==> config.mk <==
export PLATFORM = sky130hd
export DESIGN_NAME = dom_perm_check
export DESIGN_NICKNAME = d
export VERILOG_FILES = /design/src/rtl/perm_pkg.sv /design/src/rtl/prc_rst_sync.sv /design/src/rtl/prc_dom_bank.sv /design/src/rtl/prc_ap_judge.sv /design/src/rtl/dom_perm_check.sv
export SDC_FILE = /design/constraint.sdc
export NUM_CORES = 1
export LEC_CHECK = 0
export BUFFER_PORTS_ARGS = -buffer_cell sky130_fd_sc_hd__buf_2
export CAP_MARGIN = 15
export CORE_ASPECT_RATIO = 0.75
export CORE_MARGIN = 1.5
export CORE_UTILIZATION = 49
export DETAILED_ROUTE_END_ITERATION = 12
export GPL_TIMING_DRIVEN = 1
export PLACE_DENSITY = 0.82
export SYNTH_ARGS = -nofsm -noshare
export SYNTH_HDL_FRONTEND = slang
export SYNTH_SLANG_ARGS = --single-unit
==> constraint.sdc <==
create_clock -name clk -period 1.3 [get_ports clk]
set_input_delay 0.39 -clock clk [delete_from_list [all_inputs] [get_ports clk]]
set_output_delay 0.39 -clock clk [all_outputs]
set_load 0.02 [all_outputs]
==> src/rtl/perm_pkg.sv <==
`timescale 1ns/1ps
package perm_pkg;
  typedef enum logic [1:0] {
    DM_DENY  = 2'b00,
    DM_CHECK = 2'b01,
    DM_RSVD  = 2'b10,
    DM_OPEN  = 2'b11
  } dom_mode_e;

  typedef struct packed {
    logic       write;
    logic       priv;
    logic       sys;
    logic       rom;
    logic [1:0] ap;
  } acc_t;
endpackage

==> src/rtl/prc_rst_sync.sv <==
`timescale 1ns/1ps
module prc_rst_sync #(
  parameter int STAGES = 2
) (
  input  logic clk,
  input  logic rst_n,
  output logic rst_q
);
  logic [STAGES-1:0] chain;

  always_ff @(posedge clk or negedge rst_n) begin
    if (!rst_n) chain <= '0;
    else        chain <= {chain[STAGES-2:0], 1'b1};
  end

  assign rst_q = chain[STAGES-1];
endmodule

==> src/rtl/prc_dom_bank.sv <==
`timescale 1ns/1ps
module prc_dom_bank
  import perm_pkg::*;
#(
  parameter int NUM_DOM = 16,
  parameter int FLD_W   = 2,
  localparam int REG_W  = NUM_DOM * FLD_W,
  localparam int IDX_W  = $clog2(NUM_DOM)
) (
  input  logic             clk,
  input  logic             rst_q,
  input  logic             we,
  input  logic [REG_W-1:0] wdata,
  input  logic [IDX_W-1:0] dom_idx,
  output dom_mode_e        mode
);
  logic [REG_W-1:0] ctl_q, ctl_d;
  logic [FLD_W-1:0] fld [NUM_DOM];

  always_comb begin
    ctl_d = ctl_q;
    if (we) ctl_d = wdata;
  end

  always_ff @(posedge clk or negedge rst_q) begin
    if (!rst_q) ctl_q <= '0;
    else        ctl_q <= ctl_d;
  end

  for (genvar g = 0; g < NUM_DOM; g++) begin : g_fld
    assign fld[g] = ctl_q[g*FLD_W +: FLD_W];
  end

  assign mode = dom_mode_e'(fld[dom_idx]);

  // a write lands on the next edge; without a write the contents hold
  p_load_r11: assert property (@(posedge clk) disable iff (!rst_q)
    we |=> ctl_q == $past(wdata));
  p_hold_r11: assert property (@(posedge clk) disable iff (!rst_q)
    !we |=> $stable(ctl_q));
endmodule

==> src/rtl/prc_ap_judge.sv <==
`timescale 1ns/1ps
module prc_ap_judge
  import perm_pkg::*;
(
  input  acc_t acc,
  output logic grant
);
  always_comb begin
    grant = 1'b0;
    unique case (acc.ap)
      2'b11: grant = 1'b1;
      2'b10: grant = acc.priv | ~acc.write;
      2'b01: grant = acc.priv;
      2'b00: begin
        if (acc.write)                grant = 1'b0;
        else if (acc.sys && !acc.rom) grant = acc.priv;
        else if (acc.rom && !acc.sys) grant = 1'b1;
        else                          grant = 1'b0;
      end
      default: grant = 1'b0;
    endcase
  end
endmodule

==> src/rtl/dom_perm_check.sv <==
`timescale 1ns/1ps
module dom_perm_check
  import perm_pkg::*;
#(
  parameter int NUM_DOM = 16,
  localparam int FLD_W  = 2,
  localparam int REG_W  = NUM_DOM * FLD_W,
  localparam int IDX_W  = $clog2(NUM_DOM)
) (
  input  logic             clk,
  input  logic             rst_n,
  input  logic             cfg_we,
  input  logic [REG_W-1:0] cfg_wdata,
  input  logic             req_valid,
  input  logic [IDX_W-1:0] req_domain,
  input  logic [1:0]       req_ap,
  input  logic             req_write,
  input  logic             req_priv,
  input  logic             ctl_sys,
  input  logic             ctl_rom,
  output logic             res_valid,
  output logic             res_allow,
  output logic             res_dom_fault,
  output logic             res_perm_fault
);
  logic      rst_q;
  dom_mode_e sel_mode;
  acc_t      acc;
  logic      ap_grant;
  logic [3:0] res_d, res_q;

  prc_rst_sync #(.STAGES(2)) u_rst (
    .clk   (clk),
    .rst_n (rst_n),
    .rst_q (rst_q)
  );

  prc_dom_bank #(.NUM_DOM(NUM_DOM), .FLD_W(FLD_W)) u_bank (
    .clk     (clk),
    .rst_q   (rst_q),
    .we      (cfg_we),
    .wdata   (cfg_wdata),
    .dom_idx (req_domain),
    .mode    (sel_mode)
  );

  assign acc = '{write: req_write, priv: req_priv, sys: ctl_sys,
                 rom: ctl_rom, ap: req_ap};

  prc_ap_judge u_ap (
    .acc   (acc),
    .grant (ap_grant)
  );

  // {valid, allow, domain fault, permission fault}
  always_comb begin
    res_d = 4'b0000;
    if (req_valid) begin
      unique case (sel_mode)
        DM_OPEN:  res_d = 4'b1100;
        DM_CHECK: res_d = ap_grant ? 4'b1100 : 4'b1001;
        default:  res_d = 4'b1010;
      endcase
    end
  end

  always_ff @(posedge clk or negedge rst_q) begin
    if (!rst_q) res_q <= '0;
    else        res_q <= res_d;
  end

  assign {res_valid, res_allow, res_dom_fault, res_perm_fault} = res_q;

  // one verdict per request, one cycle later, silence otherwise
  p_one_verdict_r2: assert property (@(posedge clk) disable iff (!rst_q)
    res_valid |-> $countones({res_allow, res_dom_fault, res_perm_fault}) == 1);
  p_quiet_r2: assert property (@(posedge clk) disable iff (!rst_q)
    !res_valid |-> !(res_allow || res_dom_fault || res_perm_fault));
  p_latency_r2: assert property (@(posedge clk) disable iff (!rst_q)
    req_valid |=> res_valid);
  p_idle_r2: assert property (@(posedge clk) disable iff (!rst_q)
    !req_valid |=> !res_valid);
  // deny and reserved modes end in a domain fault
  p_denied_r4: assert property (@(posedge clk) disable iff (!rst_q)
    (req_valid && (sel_mode == DM_DENY || sel_mode == DM_RSVD)) |=> res_dom_fault);
  // open mode never faults
  p_open_r6: assert property (@(posedge clk) disable iff (!rst_q)
    (req_valid && sel_mode == DM_OPEN) |=> res_allow);
  // user access under code 01 faults
  p_user_ap1_r9: assert property (@(posedge clk) disable iff (!rst_q)
    (req_valid && sel_mode == DM_CHECK && req_ap == 2'b01 && !req_priv) |=> res_perm_fault);
  // writes under code 00 fault
  p_write_ap0_r10: assert property (@(posedge clk) disable iff (!rst_q)
    (req_valid && sel_mode == DM_CHECK && req_ap == 2'b00 && req_write) |=> res_perm_fault);
endmodule

# --- After elaboration in Yosys (flattened, before gate mapping) ---
# Cells that the tools add are included.
classes:
  muxes: 10
  bitwise: 3
  eq_ne: 5
  n_reduce_logical: 5
  n_lt_le_gt_ge: 1
op_table:
  columns: ["operator", "count"]
  rows:
  - ["binary-select mux 2 bit (select 4 bit)", 1]
  - ["equality test 2 bit (second input constant)", 3]
  - ["one-hot mux 3 bit (2 select lines)", 1]
  - [">= comparator 5 bit (second input constant)", 1]
  - ["inverter 4 -> 5 bit", 1]
  - ["equality test 2 x 1 -> 1 bit (second input constant)", 2]
  - ["two-way mux 2 bit", 2]
  - ["two-way mux 4 bit", 1]
  - ["one-hot mux 1 bit (4 select lines)", 1]
  - ["two-way mux 1 bit", 3]
  - ["two-way mux 3 bit", 1]
  - ["logical AND 1 bit", 2]
  - ["logical NOT 1 bit", 2]
  - ["logical NOT 2 bit", 1]
  - ["inverter 1 bit", 1]
  - ["bitwise OR 1 bit", 1]
totals:
  out_inout_bits: 4
  elab_cells: 27
  input_bits: 46
  register_bits: 38

# --- Logic depth before layout (Yosys ltp) ---
# Gate-level depths: netlist (run 1).
depth:
  ltp_word: 9
  depth_mapped: 5
  depth_no_buf: 4

# --- Cells and area by module ---
# From an unflattened synthesis (run 1), not the netlist that was laid out.
hier_totals:
  hier_cells: 106
  area_unflattened_um2: 1680.4
by_module_without_submodules:
  columns: ["mod", "cells_per_inst", "n_inst", "area_per_inst_um2", "seq_area_each_um2"]
  rows:
  - ["prc_dom_bank", 89, 1, 1448.9, 800.8]
  - ["dom_perm_check", 7, 1, 128.9, 100.1]
  - ["prc_rst_sync", 3, 1, 53.8, 50.0]
  - ["prc_ap_judge", 7, 1, 48.8, 0.0]

# --- Least setup slack after synthesis (run 1) ---
# Ideal clock, no wire load.
synth_path:
  path_kind: "input -> register"
  startpoint: "input req_domain[0]"
  endpoint: "register res_q[0]"
  n_path_buf: 1
  arrival_ns: 1.457
  setup_ns: 0.120
  path_stages: 5
  path_slack_ns: -0.277
  cell_sequence: "buf_6 > mux4_1 > nand3b_1 > nand4_1 > and4_1"
synth_between:
  elab_chain_cells: 7
  elab_cells_between_ends: 8
  cone_classes: "2 x eq/ne; 5 x mux; 1 x bitwise"
synth_rtl:
  columns: ["element", "line_no", "rtl"]
  rows:
  - ["from (decl)", "dom_perm_check.sv:15", "input logic [IDX_W-1:0] req_domain,"]
  - ["inverter 4 -> 5 bit (not written as such) *", "prc_dom_bank.sv:34", "assign mode = dom_mode_e'(fld[dom_idx]);"]
  - ["binary-select mux 2 bit (select 4 bit) *", "prc_dom_bank.sv:34", null]
  - ["two-way mux 2 bit (not written as such) * (2 in series)", "prc_dom_bank.sv:34", null]
  - ["equality test 2 x 1 -> 1 bit / equality test 2 bit (equally long branches)", "dom_perm_check.sv:59", "unique case (sel_mode)"]
  - ["one-hot mux 3 bit (2 select lines) *", "dom_perm_check.sv:59", null]
  - ["two-way mux 4 bit *", "dom_perm_check.sv:58", "if (req_valid) begin"]
  - ["named net res_d[0]", "dom_perm_check.sv:30", "logic [3:0] res_d, res_q;"]
  - ["to (signal assigned)", "dom_perm_check.sv:69", "else res_q <= res_d;"]
  - ["to (decl)", "dom_perm_check.sv:30", null]
# The timed path passes the listed nets; every way through them passes the cells marked *. The select of a mux whose other input is x is not followed.
# A chain may end at the register's enable or synchronous reset.

# --- Worst setup path in the final report (run 1) ---
layout_path:
  startpoint: "register u_bank.ctl_q[31]"
  endpoint: "register res_q[0]"
layout_between:
  elab_chain_cells: 6
  elab_cells_between_ends: 7
  cone_classes: "2 x eq/ne; 5 x mux"
layout_rtl:
  columns: ["element", "line_no", "rtl"]
  rows:
  - ["from (decl)", "prc_dom_bank.sv:17", "logic [REG_W-1:0] ctl_q, ctl_d;"]
  - ["from (signal assigned)", "prc_dom_bank.sv:27", "else ctl_q <= ctl_d;"]
  - ["binary-select mux 2 bit (select 4 bit) *", "prc_dom_bank.sv:34", null]
  - ["two-way mux 2 bit (not written as such) * (2 in series)", "prc_dom_bank.sv:34", null]
  - ["equality test 2 x 1 -> 1 bit / equality test 2 bit (equally long branches)", "dom_perm_check.sv:59", null]
  - ["one-hot mux 3 bit (2 select lines) *", "dom_perm_check.sv:59", null]
  - ["two-way mux 4 bit *", "dom_perm_check.sv:58", null]
  - ["named net res_d[0]", "dom_perm_check.sv:30", null]
# Marked as above.

==> qor.csv, run 1 <==
metric,value,unit
Die X,71.1,um
CTS tree,yes,
RSZ-0062 raised after global routing,yes,
Worst Path Max Fanout,2,
final WL,3.37,mm
final hold violation count,0,
Max-Cap Viols,0,
Finished Layout Cells,212,
NetSw,0.000615,W
crit path launch type,flip-flop,
first-pass GRT wire length,5.52,mm
"slowest stage delay, CP",0.46,ns
register area share after synthesis,55.7,%
Logic pwr share,16.6,%
warnings from Yosys,0,
CTS Buffer Depth,2,
Placer Congestion,0.841,
Worst Path Required,1.53,ns
"Distinct cells, synth",26,
Vias/cell,5.42,
Mapped Nets,156,
Placed Area,2040,um2
final setup margin,-0.202,ns
Post-Synth Adder-Cell Area,0,%
H-tree depth,2,
synthesized area,1710,um2
Reg power frac,52.1,%
clock network power share,31.3,%
failing checks,setup timing,
grt total ovfl,0,
fin area,2170,um2
Final Power,0.00259,W
Final Util,65.5,%
top-count cell post-synth,dfrtp_1,
wire per inst,15.9,um
Total GRT Usage,19.7,%
Crit Path Class,flip-flop to flip-flop,
crit path cell chain,"mux4_2, nand2b_4, a211oi_4, and4_1",
via count,1150,
# diodes,0,
vias in the first global route,1180,
Clock Sinks,38,
number of buffers and inverters on the critical path,0,
Std-Cell Rows,18,
Synth async-reset ratio,100,%
Worst Setup End Kind,flip-flop,
Clock transition at path regs,0.06,ns
Root Buffer,clkbuf_8,
share of the synthesized area in the top cell type,55.7,%
number of DRC violations after detailed routing,0,
I/O pins,50,
largest net degree at the start of global routing,37,
"EDFF count, synth",0,
most frequent cells after synthesis,"dfrtp_1 (38), mux2_2 (32), mux4_1 (6)",
PortBufs,49,
antenna violations before repair,0,
simple-gate share of the synthesized area,5.43,%
Final Net Count,217,
post-DP HPWL,2.46,mm
Initial Util,51.5,%
Die H,54.1,um
Num CTS Buffers,5,
area delta synth->final,27.1,%
WP data arrival,1.73,ns
final max-slew violation count,0,
layout cells sized above 1,63.4,%
Synth Area in Compound Gates,3.01,%
final period utilization,116,%
placed instance count,201,
multiplexer share of the synthesized area,33.4,%
post-route ant nets,0,
Power Dens Cells,1200,nW/um2
HP Class,primary input to flip-flop,
detailed router's first-iteration violation count,64,
top post-synthesis cells by area,"dfrtp_1 (56%), mux2_2 (21%), mux4_1 (9.2%)",
Leak Pwr,1.02,nW
fmax,0.666,GHz
area of the core,3310,um2
drt first pass iters,4,
Int Power,0.00198,W
clk_lat worst skew,0.29,ns
status,"finished, violations left",
Final min period,1.50,ns
synthesized flop and latch total,38,
Clock Skew,0.00896,ns
leading area contributor after synthesis,dfrtp_1,
Cells after Synth,110,
dominant delay contributor by cell family on the critical path,multiplexers,
Final Setup Violations,3,
synthesized area per cell,15.5,um2
worst vdd ir,0.000852,V
Main synth FF type,dfrtp_1,
total die area,3850,um2
Sw Share,23.7,%
XOR/XNOR Fraction of Synth Area,0,%
crit path max-delay cell type,mux4_2,
largest family of logic cells by synthesized area,multiplexers,
[timing repair]
item / CTS / global route
resized for setup: 3 / 6
setup endpoints to repair: 3 / 3
endpoints found under the hold margin: 2 / 0
hold buffers: 1 / 0
buffers inserted: 1 / 1
pin swaps: 2 / 4
[power groups by stage]
| stage | clock network (W) | registers [W] | logic, W |
|---|---|---|---|
| after floorplan | 0 | 0.00138 | 0.000236 |
| final | 0.000811 | 0.00135 | 0.000429 |
| after CTS | 0.000839 | 0.00135 | 0.000421 |
| after global routing | 0.000883 | 0.00136 | 0.000466 |
| after detailed placement | 0 | 0.00137 | 0.000402 |
| after global placement | 0 | 0.00137 | 0.000380 |
[final timing paths]
kind | startpoint | end | slack (ns) | depth (start not counted)
worst min register to register | u_rst.chain[1] | u_bank.ctl_q[1] | 0.27 | 1
worst max-delay path | u_bank.ctl_q[31] | res_q[0] | -0.20 | 4
worst max register to register | u_bank.ctl_q[31] | res_q[0] | -0.20 | 4
max in group asynchronous | u_rst.chain[1] | u_bank.ctl_q[17] | 0.71 | 1
worst min-delay path | req_valid | res_q[3] | 0.26 | 1
min in group asynchronous | u_rst.chain[1] | u_bank.ctl_q[1] | 0.27 | 1
[sequential cells by signal, summed over array words and instances, names as in the netlist]
register      flops
res_q             4
u_rst.chain       2
u_bank.ctl_q     32
[through the flow]
step / hold WS [ns] / setup TNS, ns / worst slack [ns]
floorplan: 0.0944 / -0.508 / -0.244
global placement: 0.174 / -1.08 / -0.425
detailed placement: 0.178 / -1.36 / -0.529
CTS: 0.240 / -0.317 / -0.178
global route: 0.244 / -0.462 / -0.237
finish: 0.257 / -0.368 / -0.202
[layout make-up]
type	instances	area, um2
clock inverters	1	5.00
well taps	40	50.0
repair buffers	59	338
flip-flops and latches	38	951
multi-input cells	64	727
fillers	261	1140
clock buffers	7	86.3
inverters	3	11.3
[cell families (layout without fill, tap and decap cells)]
logic type      after synthesis  in the layout
buf+inv                       8             70
compound gates                7              7
other cells                   1              1
simple gates                 14             14
mux                          42             42
flops                        38             38
[placed cells by master, fill, tap and decap left out, drive strengths merged]
master / instances
a211oi: 1
a21oi: 2
a221oi: 1
a41o: 1
and2b: 1
and4: 1
buf: 58
clkbuf: 7
clkinv: 1
conb: 1
dfrtp: 38
dlygate4sd3: 1
inv: 3
mux2: 32
mux2i: 3
mux4: 7
nand2: 2
nand2b: 1
nand3: 1
nand3b: 2
nand4: 1
nor2: 2
nor2b: 1
o21ai: 2
or2: 1
or3b: 1
[routing by layer]
metal  global-route usage (%)  vias to the layer above  routed length [um]
met1                     23.4                      577                1470
li1                         -                      527                   -
met2                     33.6                       41                1630
met3                     8.05                        5                 249
met4                     5.66                        0                  18
met5                        0                        -                   0
Power figures use the tool's default switching activity.
==> inputs of run 2 (changes only) <==
--- a/config.mk
+++ b/config.mk
@@ -13,6 +13,7 @@
 export DETAILED_ROUTE_END_ITERATION = 12
 export GPL_TIMING_DRIVEN = 1
 export PLACE_DENSITY = 0.82
+export SETUP_SLACK_MARGIN = 0.5
 export SYNTH_ARGS = -nofsm -noshare
 export SYNTH_HDL_FRONTEND = slang
 export SYNTH_SLANG_ARGS = --single-unit
==> qor.csv, run 2 (synthesis gave the netlist of run 1 again) <==
metric,value,unit,change
post-route ant nets,0,,unchanged
Clock transition at path regs,0.07,ns,was 0.06 ns
PortBufs,49,,unchanged
Fin Hold WS,0.226,ns,was 0.257 ns
Root Buffer,clkbuf_8,,unchanged
CTS Buffer Depth,2,,unchanged
number of DRC violations after detailed routing,0,,unchanged
Placer Congestion,0.904,,was 0.841
biggest regs,"u_bank.ctl_q x32, res_q x4, u_rst.chain x2",,unchanged
Total GRT Usage,24.0,%,was 19.7%
Max-Cap Viols,0,,unchanged
# diodes,0,,unchanged
Final Util,78.9,%,was 65.5%
Vias/cell,5.40,,was 5.42
first-pass GRT wire length,6.45,mm,was 5.52 mm
H-tree depth,2,,unchanged
detailed router's first-iteration violation count,41,,was 64
CTS tree,yes,,unchanged
grt total ovfl,0,,unchanged
final WL,4.20,mm,was 3.37 mm
Worst Path Max Fanout,2,,unchanged
fmax,0.649,GHz,was 0.666 GHz
most frequent cells in the layout,"buf_2 (43), dfrtp_1 (37), mux2_4 (31)",,"was buf_2 (48), dfrtp_1 (38), mux2_2 (32)"
final period utilization,118,%,was 116%
final hold violation count,0,,unchanged
via count,1264,,was 1150
largest net degree at the start of global routing,37,,unchanged
"commonest non-fill, non-tap cell in the layout",buf_2,,unchanged
area delta synth->final,53.1,%,was 27.1%
post-DP HPWL,2.92,mm,was 2.46 mm
Leak Pwr,1.32,nW,was 1.02 nW
clock network power share,29.1,%,was 31.3%
Die H,54.1,um,unchanged
Clock Skew,0.00718,ns,was 0.00896 ns
final max-slew violation count,0,,unchanged
Final Setup Violations,3,,unchanged
fin area,2610,um2,was 2170 um2
Std-Cell Rows,18,,unchanged
Initial Util,51.5,%,unchanged
Power Dens Cells,1100,nW/um2,was 1200 nW/um2
wire per inst,18.0,um,was 15.9 um
NetSw,0.000712,W,was 0.000615 W
antenna violations before repair,0,,unchanged
WP data arrival,1.78,ns,was 1.73 ns
Die X,71.1,um,unchanged
Final min period,1.54,ns,was 1.50 ns
Placed Area,2340,um2,was 2040 um2
Sw Share,24.8,%,was 23.7%
number of flip-flops in the largest register,32,,unchanged
Logic pwr share,22.9,%,was 16.6%
clk_lat worst skew,0.30,ns,was 0.29 ns
Final Net Count,240,,was 217
HP Class,flip-flop to async pin,,was primary input to flip-flop
Worst Path Required,1.54,ns,was 1.53 ns
worst vdd ir,0.000880,V,was 0.000852 V
Worst Setup End Kind,flip-flop,,unchanged
vias in the first global route,1305,,was 1180
setup_tns,-0.487,ns,was -0.368 ns
Int Power,0.00216,W,was 0.00198 W
failing checks,setup timing,,unchanged
Reg power frac,47.9,%,was 52.1%
area of the core,3310,um2,unchanged
Clock Sinks,38,,unchanged
RSZ-0062 raised after global routing,yes,,unchanged
status,"finished, violations left",,unchanged
I/O pins,50,,unchanged
layout cells sized above 1,64.9,%,was 63.4%
final setup margin,-0.240,ns,was -0.202 ns
total die area,3850,um2,unchanged
Num CTS Buffers,5,,unchanged
"Most flops, register",u_bank.ctl_q,,unchanged
Crit Path Class,flip-flop to flip-flop,,unchanged
drt first pass iters,4,,unchanged
crit path launch type,flip-flop,,unchanged
==> run 2: changes by cell type in the layout (fill, tap and decap cells not counted), sizes merged <==
cell,delta
buf,+23
clkinv,-1
==> run 2: per-stage QoR <==
stage | instances | worst slack [ns] | total power [W]
after floorplan | 110 | -0.244 | 0.00171
after global placement | 222 | -0.470 | 0.00193
after detailed placement | 222 | -0.569 | 0.00196
after CTS | 233 | -0.243 | 0.00284
after global routing | 234 | -0.303 | 0.00297
final | 234 | -0.240 | 0.00287
==> run 2: timing repair <==
action,in CTS,in global routing
pin swaps,0,4
cloned,3,0
endpoints found under the setup margin,39,31
resized for setup,17,10
setup buffers,0,1
hold buffers,1,0
endpoints found under the hold margin,2,0
==> run 2: per-layer routing <==
metal	GRT usage [%]	up-vias	part of all wire, %
met2	40.6	46	50
met4	12.6	0	2.9
met1	28.7	630	42
li1	-	573	-
met5	0	-	0
met3	6.74	15	5.4
==> run 2: critical path, stage by stage, from the launching register on <==
cell and delay, ns:
dfrtp_1 0.40, mux4_2 0.48, nand2b_4 0.17, a211oi_4 0.21, and4_1 0.21
==> run 2: path summary, 6_finish.rpt <==
check | startpoint | end | slack, ns | cells after the start
min | u_rst.chain[1] | u_bank.ctl_q[14] | 0.23 | 1
min reg2reg | u_rst.chain[1] | u_bank.ctl_q[14] | 0.23 | 1
max in group asynchronous | rst_n | u_rst.chain[1] | 0.81 | 2
max | u_bank.ctl_q[13] | res_q[0] | -0.24 | 4
max reg2reg | u_bank.ctl_q[13] | res_q[0] | -0.24 | 4
min in group clk | req_valid | res_q[3] | 0.23 | 1
==> run 2: power groups by stage <==
stage | combinational [W] | clock (W) | sequential [W]
finish | 0.000659 | 0.000837 | 0.00138
global route | 0.000705 | 0.000878 | 0.00139
global placement | 0.000548 | 0 | 0.00138
detailed placement | 0.000578 | 0 | 0.00138
floorplan | 0.000326 | 0 | 0.00138
CTS | 0.000634 | 0.000839 | 0.00137
==> run 2: area by class of cell <==
type | instances | area [um2]
Inverter | 3 | 11.3
Clock buffer | 7 | 86.3
Multi-Input combinational cell | 64 | 843
Tap cell | 40 | 50.0
Sequential cell | 38 | 952
Fill cell | 194 | 698
Timing Repair Buffer | 82 | 669
